==> config.mk <==
export PLATFORM = sky130hd
export DESIGN_NAME = slot_event_hub
export DESIGN_NICKNAME = d
export VERILOG_FILES = /design/src/rtl/slot_hub_pkg.sv /design/src/rtl/slot_evt_cell.sv /design/src/rtl/ctrl_regs.sv /design/src/rtl/locator_merge.sv /design/src/rtl/slot_event_hub.sv
export SDC_FILE = /design/constraint.sdc
export NUM_CORES = 1
export LEC_CHECK = 0
export BUFFER_PORTS_ARGS = -buffer_cell sky130_fd_sc_hd__buf_4
export CAP_MARGIN = 0
export CELL_PAD_IN_SITES_DETAIL_PLACEMENT = 1
export CELL_PAD_IN_SITES_GLOBAL_PLACEMENT = 1
export CORE_AREA = 2 2 117 119
export DETAILED_ROUTE_END_ITERATION = 16
export DIE_AREA = 0 0 119 121
export GPL_TIMING_DRIVEN = 0
export PLACE_DENSITY = 0.75
export SYNTH_ARGS = -nofsm -noshare
export SYNTH_HDL_FRONTEND = slang
export SYNTH_SLANG_ARGS = --single-unit
export TNS_END_PERCENT = 20
==> constraint.sdc <==
create_clock -name clk -period 2.15 [get_ports clk]
set_input_delay 0.3225 -clock clk [delete_from_list [all_inputs] [get_ports clk]]
set_output_delay 0.3225 -clock clk [all_outputs]
set_load 0.05 [all_outputs]
==> src/rtl/slot_hub_pkg.sv <==
package slot_hub_pkg;

    localparam int REG_W   = 32;
    localparam int EVT_W   = 5;
    localparam int EVT_LSB = 16;
    localparam int MSK_LSB = 24;
    localparam int MSK_W   = 7;
    localparam int CMD_BIT = 16;

    // event bit indices inside the 5-bit event field
    typedef enum logic [2:0] {
        EV_PRES  = 3'd0,
        EV_ISOF  = 3'd1,
        EV_BTN   = 3'd2,
        EV_LATCH = 3'd3,
        EV_CONF  = 3'd4
    } evt_idx_e;

    // live status, laid out to occupy word bits 14:0 directly
    typedef struct packed {
        logic [2:0] mode_cap;
        logic [1:0] presence;
        logic       cap_66;
        logic       latch_open;
        logic       button;
        logic       pwr_good;
        logic [1:0] atn_ind;
        logic [1:0] pwr_ind;
        logic [1:0] state;
    } slot_live_t;

    // per-slot masks, word bits 30:24
    typedef struct packed {
        logic             err_conf;
        logic             err_latch;
        logic [EVT_W-1:0] irq;
    } slot_mask_t;

    // controller masks, word bits 3:0
    typedef struct packed {
        logic arb_err;
        logic cmd_int;
        logic glob_err;
        logic glob_int;
    } ctrl_mask_t;

    function automatic logic [REG_W-1:0] pack_slot(slot_live_t l,
                                                   logic [EVT_W-1:0] ev,
                                                   slot_mask_t m);
        return {1'b0, m, 3'b000, ev, 1'b0, l};
    endfunction

    function automatic logic [REG_W-1:0] pack_ctrl(ctrl_mask_t m, logic flag);
        return {15'd0, flag, 12'd0, m};
    endfunction

    function automatic logic slot_err_src(logic [EVT_W-1:0] ev, slot_mask_t m);
        return (ev[EV_LATCH] & ~m.err_latch) | (ev[EV_CONF] & ~m.err_conf);
    endfunction

endpackage

==> src/rtl/slot_evt_cell.sv <==
module slot_evt_cell
    import slot_hub_pkg::*;
(
    input  logic             clk,
    input  logic             rst,
    input  slot_live_t       live_i,
    input  logic             iso_fault_i,
    input  logic             wr_i,
    input  logic             clr_lane_i,
    input  logic             msk_lane_i,
    input  logic [EVT_W-1:0] clr_bits_i,
    input  slot_mask_t       msk_bits_i,
    output logic [REG_W-1:0] word_o,
    output logic             irq_pend_o,
    output logic             err_pend_o
);

    logic [1:0]       pres_q;
    logic             iso_q;
    logic             btn_q;
    logic             latch_q;
    logic             good_q;
    logic [EVT_W-1:0] evt_q;
    logic [EVT_W-1:0] evt_set;
    logic [EVT_W-1:0] evt_clr;
    slot_mask_t       msk_q;

    always_comb begin
        evt_set           = '0;
        evt_set[EV_PRES]  = (live_i.presence != pres_q);
        evt_set[EV_ISOF]  = (iso_fault_i != iso_q);
        evt_set[EV_BTN]   = live_i.button & ~btn_q;
        evt_set[EV_LATCH] = (live_i.latch_open != latch_q);
        evt_set[EV_CONF]  = (live_i.pwr_good != good_q);
    end

    assign evt_clr = (wr_i && clr_lane_i) ? clr_bits_i : '0;

    always_ff @(posedge clk) begin
        if (rst) begin
            pres_q  <= live_i.presence;
            iso_q   <= iso_fault_i;
            btn_q   <= live_i.button;
            latch_q <= live_i.latch_open;
            good_q  <= live_i.pwr_good;
            evt_q   <= '0;
            msk_q   <= '1;
        end else begin
            pres_q  <= live_i.presence;
            iso_q   <= iso_fault_i;
            btn_q   <= live_i.button;
            latch_q <= live_i.latch_open;
            good_q  <= live_i.pwr_good;
            evt_q   <= (evt_q & ~evt_clr) | evt_set;
            if (wr_i && msk_lane_i) begin
                msk_q <= msk_bits_i;
            end
        end
    end

    assign word_o     = pack_slot(live_i, evt_q, msk_q);
    assign irq_pend_o = |(evt_q & ~msk_q.irq);
    assign err_pend_o = slot_err_src(evt_q, msk_q);

    AST_PRES_EVT: assert property (@(posedge clk) disable iff (rst)
        (live_i.presence != $past(live_i.presence)) |=> evt_q[EV_PRES]);

    AST_BTN_EVT: assert property (@(posedge clk) disable iff (rst)
        $rose(live_i.button) |=> evt_q[EV_BTN]);

    AST_EVT_STICKY: assert property (@(posedge clk) disable iff (rst)
        !(wr_i && clr_lane_i) |=> ((evt_q & $past(evt_q)) == $past(evt_q)));

    AST_MASK_HOLD: assert property (@(posedge clk) disable iff (rst)
        !(wr_i && msk_lane_i) |=> $stable(msk_q));

endmodule

==> src/rtl/ctrl_regs.sv <==
module ctrl_regs
    import slot_hub_pkg::*;
(
    input  logic             clk,
    input  logic             rst,
    input  logic             wr_i,
    input  logic             msk_lane_i,
    input  logic             clr_lane_i,
    input  ctrl_mask_t       msk_bits_i,
    input  logic             clr_bit_i,
    input  logic             cmd_done_i,
    output logic [REG_W-1:0] word_o,
    output ctrl_mask_t       mask_o,
    output logic             cmd_pend_o
);

    ctrl_mask_t mask_q;
    logic       flag_q;
    logic       flag_clr;

    assign flag_clr = wr_i && clr_lane_i && clr_bit_i;

    always_ff @(posedge clk) begin
        if (rst) begin
            mask_q <= '1;
            flag_q <= 1'b0;
        end else begin
            if (wr_i && msk_lane_i) begin
                mask_q <= msk_bits_i;
            end
            flag_q <= (flag_q & ~flag_clr) | cmd_done_i;
        end
    end

    assign word_o     = pack_ctrl(mask_q, flag_q);
    assign mask_o     = mask_q;
    assign cmd_pend_o = flag_q & ~mask_q.cmd_int;

    AST_CMD_SET: assert property (@(posedge clk) disable iff (rst)
        cmd_done_i |=> flag_q);

    AST_CMD_HOLD: assert property (@(posedge clk) disable iff (rst)
        (flag_q && !(wr_i && clr_lane_i)) |=> flag_q);

endmodule

==> src/rtl/locator_merge.sv <==
module locator_merge
    import slot_hub_pkg::*;
#(
    parameter int NUM_SLOTS = 4
) (
    input  logic                 clk,
    input  logic                 rst,
    input  logic                 cmd_pend_i,
    input  logic [NUM_SLOTS-1:0] slot_pend_i,
    input  logic [NUM_SLOTS-1:0] slot_err_i,
    input  logic                 glob_int_i,
    input  logic                 glob_err_i,
    output logic [REG_W-1:0]     loc_o,
    output logic                 irq_o,
    output logic                 err_o
);

    localparam int PAD_W = REG_W - 1 - NUM_SLOTS;

    generate
        if (PAD_W > 0) begin : g_pad
            assign loc_o = {{PAD_W{1'b0}}, slot_pend_i, cmd_pend_i};
        end else begin : g_full
            assign loc_o = {slot_pend_i, cmd_pend_i};
        end
    endgenerate

    assign irq_o = (|loc_o) & ~glob_int_i;
    assign err_o = (|slot_err_i) & ~glob_err_i;

    AST_IRQ_QUIET: assert property (@(posedge clk) disable iff (rst)
        (loc_o == '0) |-> !irq_o);

    AST_IRQ_GATED: assert property (@(posedge clk) disable iff (rst)
        glob_int_i |-> !irq_o);

    AST_ERR_GATED: assert property (@(posedge clk) disable iff (rst)
        glob_err_i |-> !err_o);

endmodule

==> src/rtl/slot_event_hub.sv <==
module slot_event_hub
    import slot_hub_pkg::*;
#(
    parameter int NUM_SLOTS = 4,
    parameter int ADDR_W    = 8,
    parameter int CTRL_OFS  = 0,
    parameter int LOC_OFS   = 4,
    parameter int SLOT_BASE = 32
) (
    input  logic                   clk,
    input  logic                   rst,
    input  logic                   wr_en,
    input  logic                   rd_en,
    input  logic [ADDR_W-1:0]      addr,
    input  logic [31:0]            wr_data,
    input  logic [3:0]             wr_be,
    output logic [31:0]            rd_data,
    input  logic [2*NUM_SLOTS-1:0] slot_state,
    input  logic [2*NUM_SLOTS-1:0] pwr_ind,
    input  logic [2*NUM_SLOTS-1:0] atn_ind,
    input  logic [NUM_SLOTS-1:0]   pwr_good,
    input  logic [NUM_SLOTS-1:0]   iso_fault,
    input  logic [NUM_SLOTS-1:0]   atn_button,
    input  logic [NUM_SLOTS-1:0]   latch_open,
    input  logic [NUM_SLOTS-1:0]   cap_66,
    input  logic [2*NUM_SLOTS-1:0] presence,
    input  logic [3*NUM_SLOTS-1:0] mode_cap,
    input  logic                   cmd_done,
    output logic                   irq_o,
    output logic                   err_o
);

    localparam int STRIDE = 4;

    logic [REG_W-1:0]     slot_word [NUM_SLOTS];
    logic [NUM_SLOTS-1:0] slot_sel;
    logic [NUM_SLOTS-1:0] slot_pend;
    logic [NUM_SLOTS-1:0] slot_errs;
    logic [REG_W-1:0]     ctrl_word;
    logic [REG_W-1:0]     loc_word;
    ctrl_mask_t           cmask;
    logic                 cmd_pend;
    logic                 ctrl_sel;
    logic                 loc_sel;
    logic                 any_sel;
    logic [REG_W-1:0]     rd_next;
    logic [REG_W-1:0]     rd_q;
    logic                 unused_wr_bits;

    assign ctrl_sel = (addr == ADDR_W'(CTRL_OFS));
    assign loc_sel  = (addr == ADDR_W'(LOC_OFS));
    assign any_sel  = ctrl_sel | loc_sel | (|slot_sel);

    assign unused_wr_bits = ^{wr_data[31], wr_data[23:21], wr_data[15:4], wr_be[1]};

    generate
        for (genvar i = 0; i < NUM_SLOTS; i++) begin : g_slot
            slot_live_t live;

            assign slot_sel[i] = (addr == ADDR_W'(SLOT_BASE + STRIDE * i));

            assign live = '{
                mode_cap:   mode_cap[3*i +: 3],
                presence:   presence[2*i +: 2],
                cap_66:     cap_66[i],
                latch_open: latch_open[i],
                button:     atn_button[i],
                pwr_good:   pwr_good[i],
                atn_ind:    atn_ind[2*i +: 2],
                pwr_ind:    pwr_ind[2*i +: 2],
                state:      slot_state[2*i +: 2]
            };

            slot_evt_cell u_cell (
                .clk        (clk),
                .rst        (rst),
                .live_i     (live),
                .iso_fault_i(iso_fault[i]),
                .wr_i       (wr_en && slot_sel[i]),
                .clr_lane_i (wr_be[2]),
                .msk_lane_i (wr_be[3]),
                .clr_bits_i (wr_data[EVT_LSB +: EVT_W]),
                .msk_bits_i (slot_mask_t'(wr_data[MSK_LSB +: MSK_W])),
                .word_o     (slot_word[i]),
                .irq_pend_o (slot_pend[i]),
                .err_pend_o (slot_errs[i])
            );
        end
    endgenerate

    ctrl_regs u_ctrl (
        .clk        (clk),
        .rst        (rst),
        .wr_i       (wr_en && ctrl_sel),
        .msk_lane_i (wr_be[0]),
        .clr_lane_i (wr_be[2]),
        .msk_bits_i (ctrl_mask_t'(wr_data[3:0])),
        .clr_bit_i  (wr_data[CMD_BIT]),
        .cmd_done_i (cmd_done),
        .word_o     (ctrl_word),
        .mask_o     (cmask),
        .cmd_pend_o (cmd_pend)
    );

    locator_merge #(.NUM_SLOTS(NUM_SLOTS)) u_merge (
        .clk        (clk),
        .rst        (rst),
        .cmd_pend_i (cmd_pend),
        .slot_pend_i(slot_pend),
        .slot_err_i (slot_errs),
        .glob_int_i (cmask.glob_int),
        .glob_err_i (cmask.glob_err),
        .loc_o      (loc_word),
        .irq_o      (irq_o),
        .err_o      (err_o)
    );

    always_comb begin
        rd_next = '0;
        if (ctrl_sel) begin
            rd_next = ctrl_word;
        end
        if (loc_sel) begin
            rd_next = loc_word;
        end
        for (int i = 0; i < NUM_SLOTS; i++) begin
            if (slot_sel[i]) begin
                rd_next = slot_word[i];
            end
        end
    end

    always_ff @(posedge clk) begin
        if (rst) begin
            rd_q <= '0;
        end else if (rd_en) begin
            rd_q <= rd_next;
        end
    end

    assign rd_data = rd_q;

    AST_RSVD_RD: assert property (@(posedge clk) disable iff (rst)
        ($past(rd_en) && $past(|slot_sel)) |->
        (rd_data[31] == 1'b0 && rd_data[23:21] == 3'b000 && rd_data[15] == 1'b0));

    AST_UNMAPPED_RD: assert property (@(posedge clk) disable iff (rst)
        ($past(rd_en) && !$past(any_sel)) |-> (rd_data == '0));

    AST_RD_HOLD: assert property (@(posedge clk) disable iff (rst)
        !rd_en |=> $stable(rd_data));

endmodule

# Word level (Yosys, flattened, before mapping)
# Index checks and enable logic that the tools add are counted.
# Widths: inputs -> output; s select.
# totals
ff_bits,109
in_bits,113
output_inout_bits,34
wordCells,153
# classes
n_eq_ne,21
n_mux,10
bitwise_logic,57
reduce_logical,23
# ops
cell,n
$mux 32,5
$and 5x5->5,8
$not 5->5,8
$eq 8x6->1 const B,4
$reduce_or 21->1,1
$mux 5,4
$or 5x5->5,4
$reduce_or 5->1,4
$mux 17,1
$and 1x1->1,16
$logic_and 1x1->1,16
$not 1->1,16
$ne 1x1->1,12
$eq 8x3->1 const B,1
$logic_not 8->1,1
$ne 2x2->1,4
$or 1x1->1,5
$reduce_or 4->1,1

# Logic depth before layout (Yosys ltp)
# depth
ltp_word,8
depth_mapped,8
mapped_depth_nobuf,4

# By module
# A second synthesis with hierarchy kept.
# hier_totals
cells_unflattened,936
hier_area_um2,7075.5
# modules_own_cells
mod,n_inst,cells_each,area_per_inst_um2,seq_area_each_um2
slot_evt_cell,4,86,815.8,360.3
slot_event_hub,1,503,3109.2,640.6
ctrl_regs,1,51,435.4,100.1
locator_merge,1,38,267.8,0.0

# Worst setup path before layout
# OpenSTA, ideal clock, no wires.
# synth_path
path_type,reg2out
from,register g_slot[3].u_cell.evt_q[3]
to,output port irq_o
arrival_time_ns,1.533
required_ns,1.827
setup_slack_ns,0.295
stages_incl_launch_ff,5
n_path_buf,0
cell_sequence,dfxtp_1 inv_1 o221ai_1 nor2_1 a41oi_1
# synth_between
elab_chain_len,3
# synth_lines
element,line_no,source
"start, declared",slot_evt_cell.sv:23,logic [EVT_W-1:0] evt_q;
"start signal, assigned",slot_evt_cell.sv:54,evt_q <= (evt_q & ~evt_clr) | evt_set;
$and 5x5->5,slot_evt_cell.sv:62,assign irq_pend_o = |(evt_q & ~msk_q.irq);
$reduce_or 21->1,locator_merge.sv:28,assign irq_o = (|loc_o) & ~glob_int_i;
$and 1x1->1,locator_merge.sv:28,
"end, declared",slot_event_hub.sv:29,"output logic irq_o,"
# Every way passes these cells.

# Worst setup path after layout
# layout_path
from,register g_slot[1].u_cell.evt_q[3]
to,output port err_o
# layout_between
elab_chain_len,4
# layout_lines
element,line_no,source
"start, declared",slot_evt_cell.sv:23,
"start signal, assigned",slot_evt_cell.sv:54,
$and 1x1->1,slot_hub_pkg.sv:58,return (ev[EV_LATCH] & ~m.err_latch) | (ev[EV_CONF] & ~m.err_conf);
$or 1x1->1,slot_hub_pkg.sv:58,
$reduce_or 4->1,locator_merge.sv:29,assign err_o = (|slot_err_i) & ~glob_err_i;
$and 1x1->1,locator_merge.sv:29,
"end, declared",slot_event_hub.sv:30,output logic err_o
# Every way passes these cells.

==> impl_metrics.json <==
{
  "status": "completed",
  "yosysSeqAreaShare": 0.4246,
  "relSlewSlack": 0.4922,
  "ys.flop_type": "dfxtp_1",
  "finalNetCount": 776,
  "synth-async-reset-ratio": 0,
  "initial_core_util": 0.3747,
  "cpPeakStageDelay_ps": 530,
  "synth-seq-cells": 104,
  "synth_edf_count": 0,
  "layout_commonest_cell": "buf_4",
  "finalWeightedCongestion": 0.8747,
  "period_minus_slack_ps": 2115,
  "grt_max_degree": 19,
  "antenna_cells": 0,
  "syn_area_um2": 4903,
  "cts_tree": "done",
  "post-route-period-util": 0.9838,
  "grt_pass1_vias": 4932,
  "cts_setup_buffers": 0,
  "cpMaxStageDelayCell": "nor4_1",
  "sw_frac_of_total": 0.2722,
  "power.leakage_nw": 2.652,
  "drt_pre_antenna_iters": 7,
  "critPathArrivalTime_ps": 1790,
  "grt_overflow_total": 0,
  "postRouteAntennaNets": 0,
  "p_int_mw": 3.213,
  "setup_tns_ps": 0,
  "dieArea_um2": 14400,
  "antenna_found_initial": 0,
  "syn_avg_cell_area_um2": 9.304,
  "hp-class": "input pin to register",
  "h-tree-depth": 3,
  "startpoint_type": "register",
  "rsz0062_at_grt": "false",
  "routed_wl_mm": 17.12,
  "comb_power_share": 0.150,
  "crit_type": "register to primary output",
  "cts_root_buf": "clkbuf_16",
  "drv_slew": 0,
  "r2r_end": "rd_data[16]$_SDFFE_PP0P_",
  "grt_pass1_wl_mm": 26.91,
  "die_w_um": 119,
  "fillCellCount": 1525,
  "cts_buffers": 9,
  "yosys.area.top_type": "dfxtp_1",
  "synth_cell_types": 47,
  "remaining_drc_errors": 0,
  "irDropWorstVdd_mv": 0.4609,
  "grtUsageTotal": 0.2453,
  "path_delay_family": "simple AND/OR/NAND/NOR gates",
  "vias": 4602,
  "ios": 147,
  "worstMarginPinSlew_ps": 761.7,
  "critPathMaxFanout": 3,
  "holdPathEnd": "g_slot[3].u_cell.iso_q$_DFF_P_",
  "startpoint": "g_slot[1].u_cell.evt_q[3]$_SDFF_PP0_",
  "reg2reg_from": "u_ctrl.flag_q$_SDFF_PP0_",
  "drive_gt1_frac": 0.2729,
  "syn_inst": 527,
  "post_drt_via_cell_ratio": 5.459,
  "cts.clk_slew.worst_paths_ps": 70,
  "clock_skew_ps": 8.219,
  "clockBufferDepth": 2,
  "port-buffer-count": 121,
  "holdWs_ps": 79.85,
  "pwr-share-seq": 0.466,
  "hold_buffers": 0,
  "hold_start": "iso_fault[3]",
  "cp-end-kind": "primary output",
  "reg2reg_depth": 4,
  "final_cell_mix": "131 x buf_4, 104 x dfxtp_1, 44 x mux2i_1",
  "core_area_um2": 13090,
  "whs_path_depth": 1,
  "rows": 42,
  "p_sw_mw": 1.202,
  "fmax_mhz": 472.8,
  "reg2reg_setup_slack_ps": 620,
  "ys_warn_count": 0,
  "cap_violations": 0,
  "crit_chain": "inv_1, o22ai_1, nor4_1, nor2_1, buf_4",
  "hpwlAfterDp_mm": 13.33,
  "crit_required_ps": 1830,
  "synth.top_cell.area_share": 0.4246,
  "pwr-share-clk": 0.384,
  "die_y_um": 121,
  "synth_area_leaders": "dfxtp_1 42%, mux2i_1 9.0%, a211o_1 3.9%, xnor2_1 3.6%, nor2b_1 2.8%",
  "hold_viol": 0,
  "clk_latency_ps": 360,
  "finalSetupViolCount": 0,
  "drtIter0Drc": 264,
  "areaGrowthSynthToFinish_pct": 29.60,
  "wl_per_cell_um": 20.31,
  "power.density_nw_per_um2": 694.8,
  "path_buf_inv": 2,
  "cts_sinks": 104
}
-- state kept, by name, indices dropped and copies added (netlist names) --
register	cells
g_slot.u_cell.word_o	28
rd_data	27
g_slot.u_cell.evt_q	20
g_slot.u_cell.pres_q	8
g_slot.u_cell.btn_q	4
g_slot.u_cell.good_q	4
g_slot.u_cell.iso_q	4
g_slot.u_cell.latch_q	4
u_ctrl.mask_o	4
u_ctrl.flag_q	1
-- cell usage after synthesis (2+ instances only) --
cell type,n
and3_1,8
a2bb2oi_1,3
o22ai_1,10
o221ai_1,4
buf_2,12
buf_4,10
and3b_1,2
o32ai_1,3
nor4_1,3
a21oi_1,20
o22a_1,12
inv_1,17
a31oi_1,10
a211oi_1,14
or3_4,2
nor3b_1,4
nand4_1,3
o221a_2,9
a211o_1,22
mux2i_1,44
nand3b_1,7
nor2b_1,22
nand2_1,30
dfxtp_1,104
nor2_1,30
nand3_1,13
mux2_2,6
nor3_1,13
clkbuf_1,20
nand2b_1,10
xnor2_1,20
o21ai_0,25
-- power groups by stage --
stage                     clock network, mW  logic (mW)  registers, mW
final                                  1.69       0.663           2.06
after global routing                   1.80       0.718           2.07
after CTS                              1.73       0.666           2.06
after detailed placement                  0       0.664           2.10
after global placement                    0       0.648           2.10
after floorplan                           0       0.300           2.16
-- stage by stage --
step                      instance area (um^2)  std cells  setup WS (ps)    util  power [mW]
after detailed placement                  6047        828          100.4  0.4621       2.766
after global routing                      6355        843          8.405  0.4857       4.588
after CTS                                 6349        843          51.90  0.4852       4.449
after global placement                    6047        828          115.7  0.4621       2.744
after floorplan                           4918        531          294.7       -       2.457
final                                     6355        843          34.72  0.4857       4.415
-- cell families after synthesis --
group                  after synthesis  share of synthesized area
AO/OA/AOI/OAI                      137                     0.2008
XOR/XNOR                            20                    0.03572
flip-flops                         104                     0.4246
other                                1                  0.0007648
buffers and inverters               60                    0.05818
multiplexers                        50                     0.1036
AND/OR/NAND/NOR                    155                     0.1763
-- timing repair --
action / CTS / global route
hold endpoints to repair: 0 / 0
gates resized for setup: 0 / 1
endpoints found under the setup margin: 0 / 1
-- final cells by class --
type	count	area (um^2)	share of cell area
Buffer	43	221.5	0.03485
Clock buffer	9	225.2	0.03544
Clock inverter	6	76.32	0.01201
Inverter	17	63.81	0.01004
Multi-Input combinational cell	367	2557	0.4024
Sequential cell	104	2082	0.3276
Tap cell	176	220.2	0.03465
Timing Repair Buffer	121	908.4	0.1429
-- layer usage --
metal / wire (um) / vias up / GRT usage / part of all wire
met1: 7255 / 2248 / 0.2918 / 0.42
li1: - / 2179 / - / -
met2: 8404 / 151 / 0.4274 / 0.49
met4: 403 / 0 / 0.07589 / 0.024
met3: 1057 / 24 / 0.07096 / 0.062
met5: 0 / - / 0 / 0
-- worst max path at each step --
stage | cells past startpoint | slack (ps) | endpoint
after CTS | 5 | 50 | err_o
final | 5 | 30 | err_o
after detailed placement | 6 | 100 | rd_data[27]$_SDFFE_PP0P_
after global placement | 6 | 120 | rd_data[25]$_SDFFE_PP0P_
after floorplan | 4 | 290 | irq_o
after global routing | 5 | 8 | err_o
(Power assumes the default switching activity.)
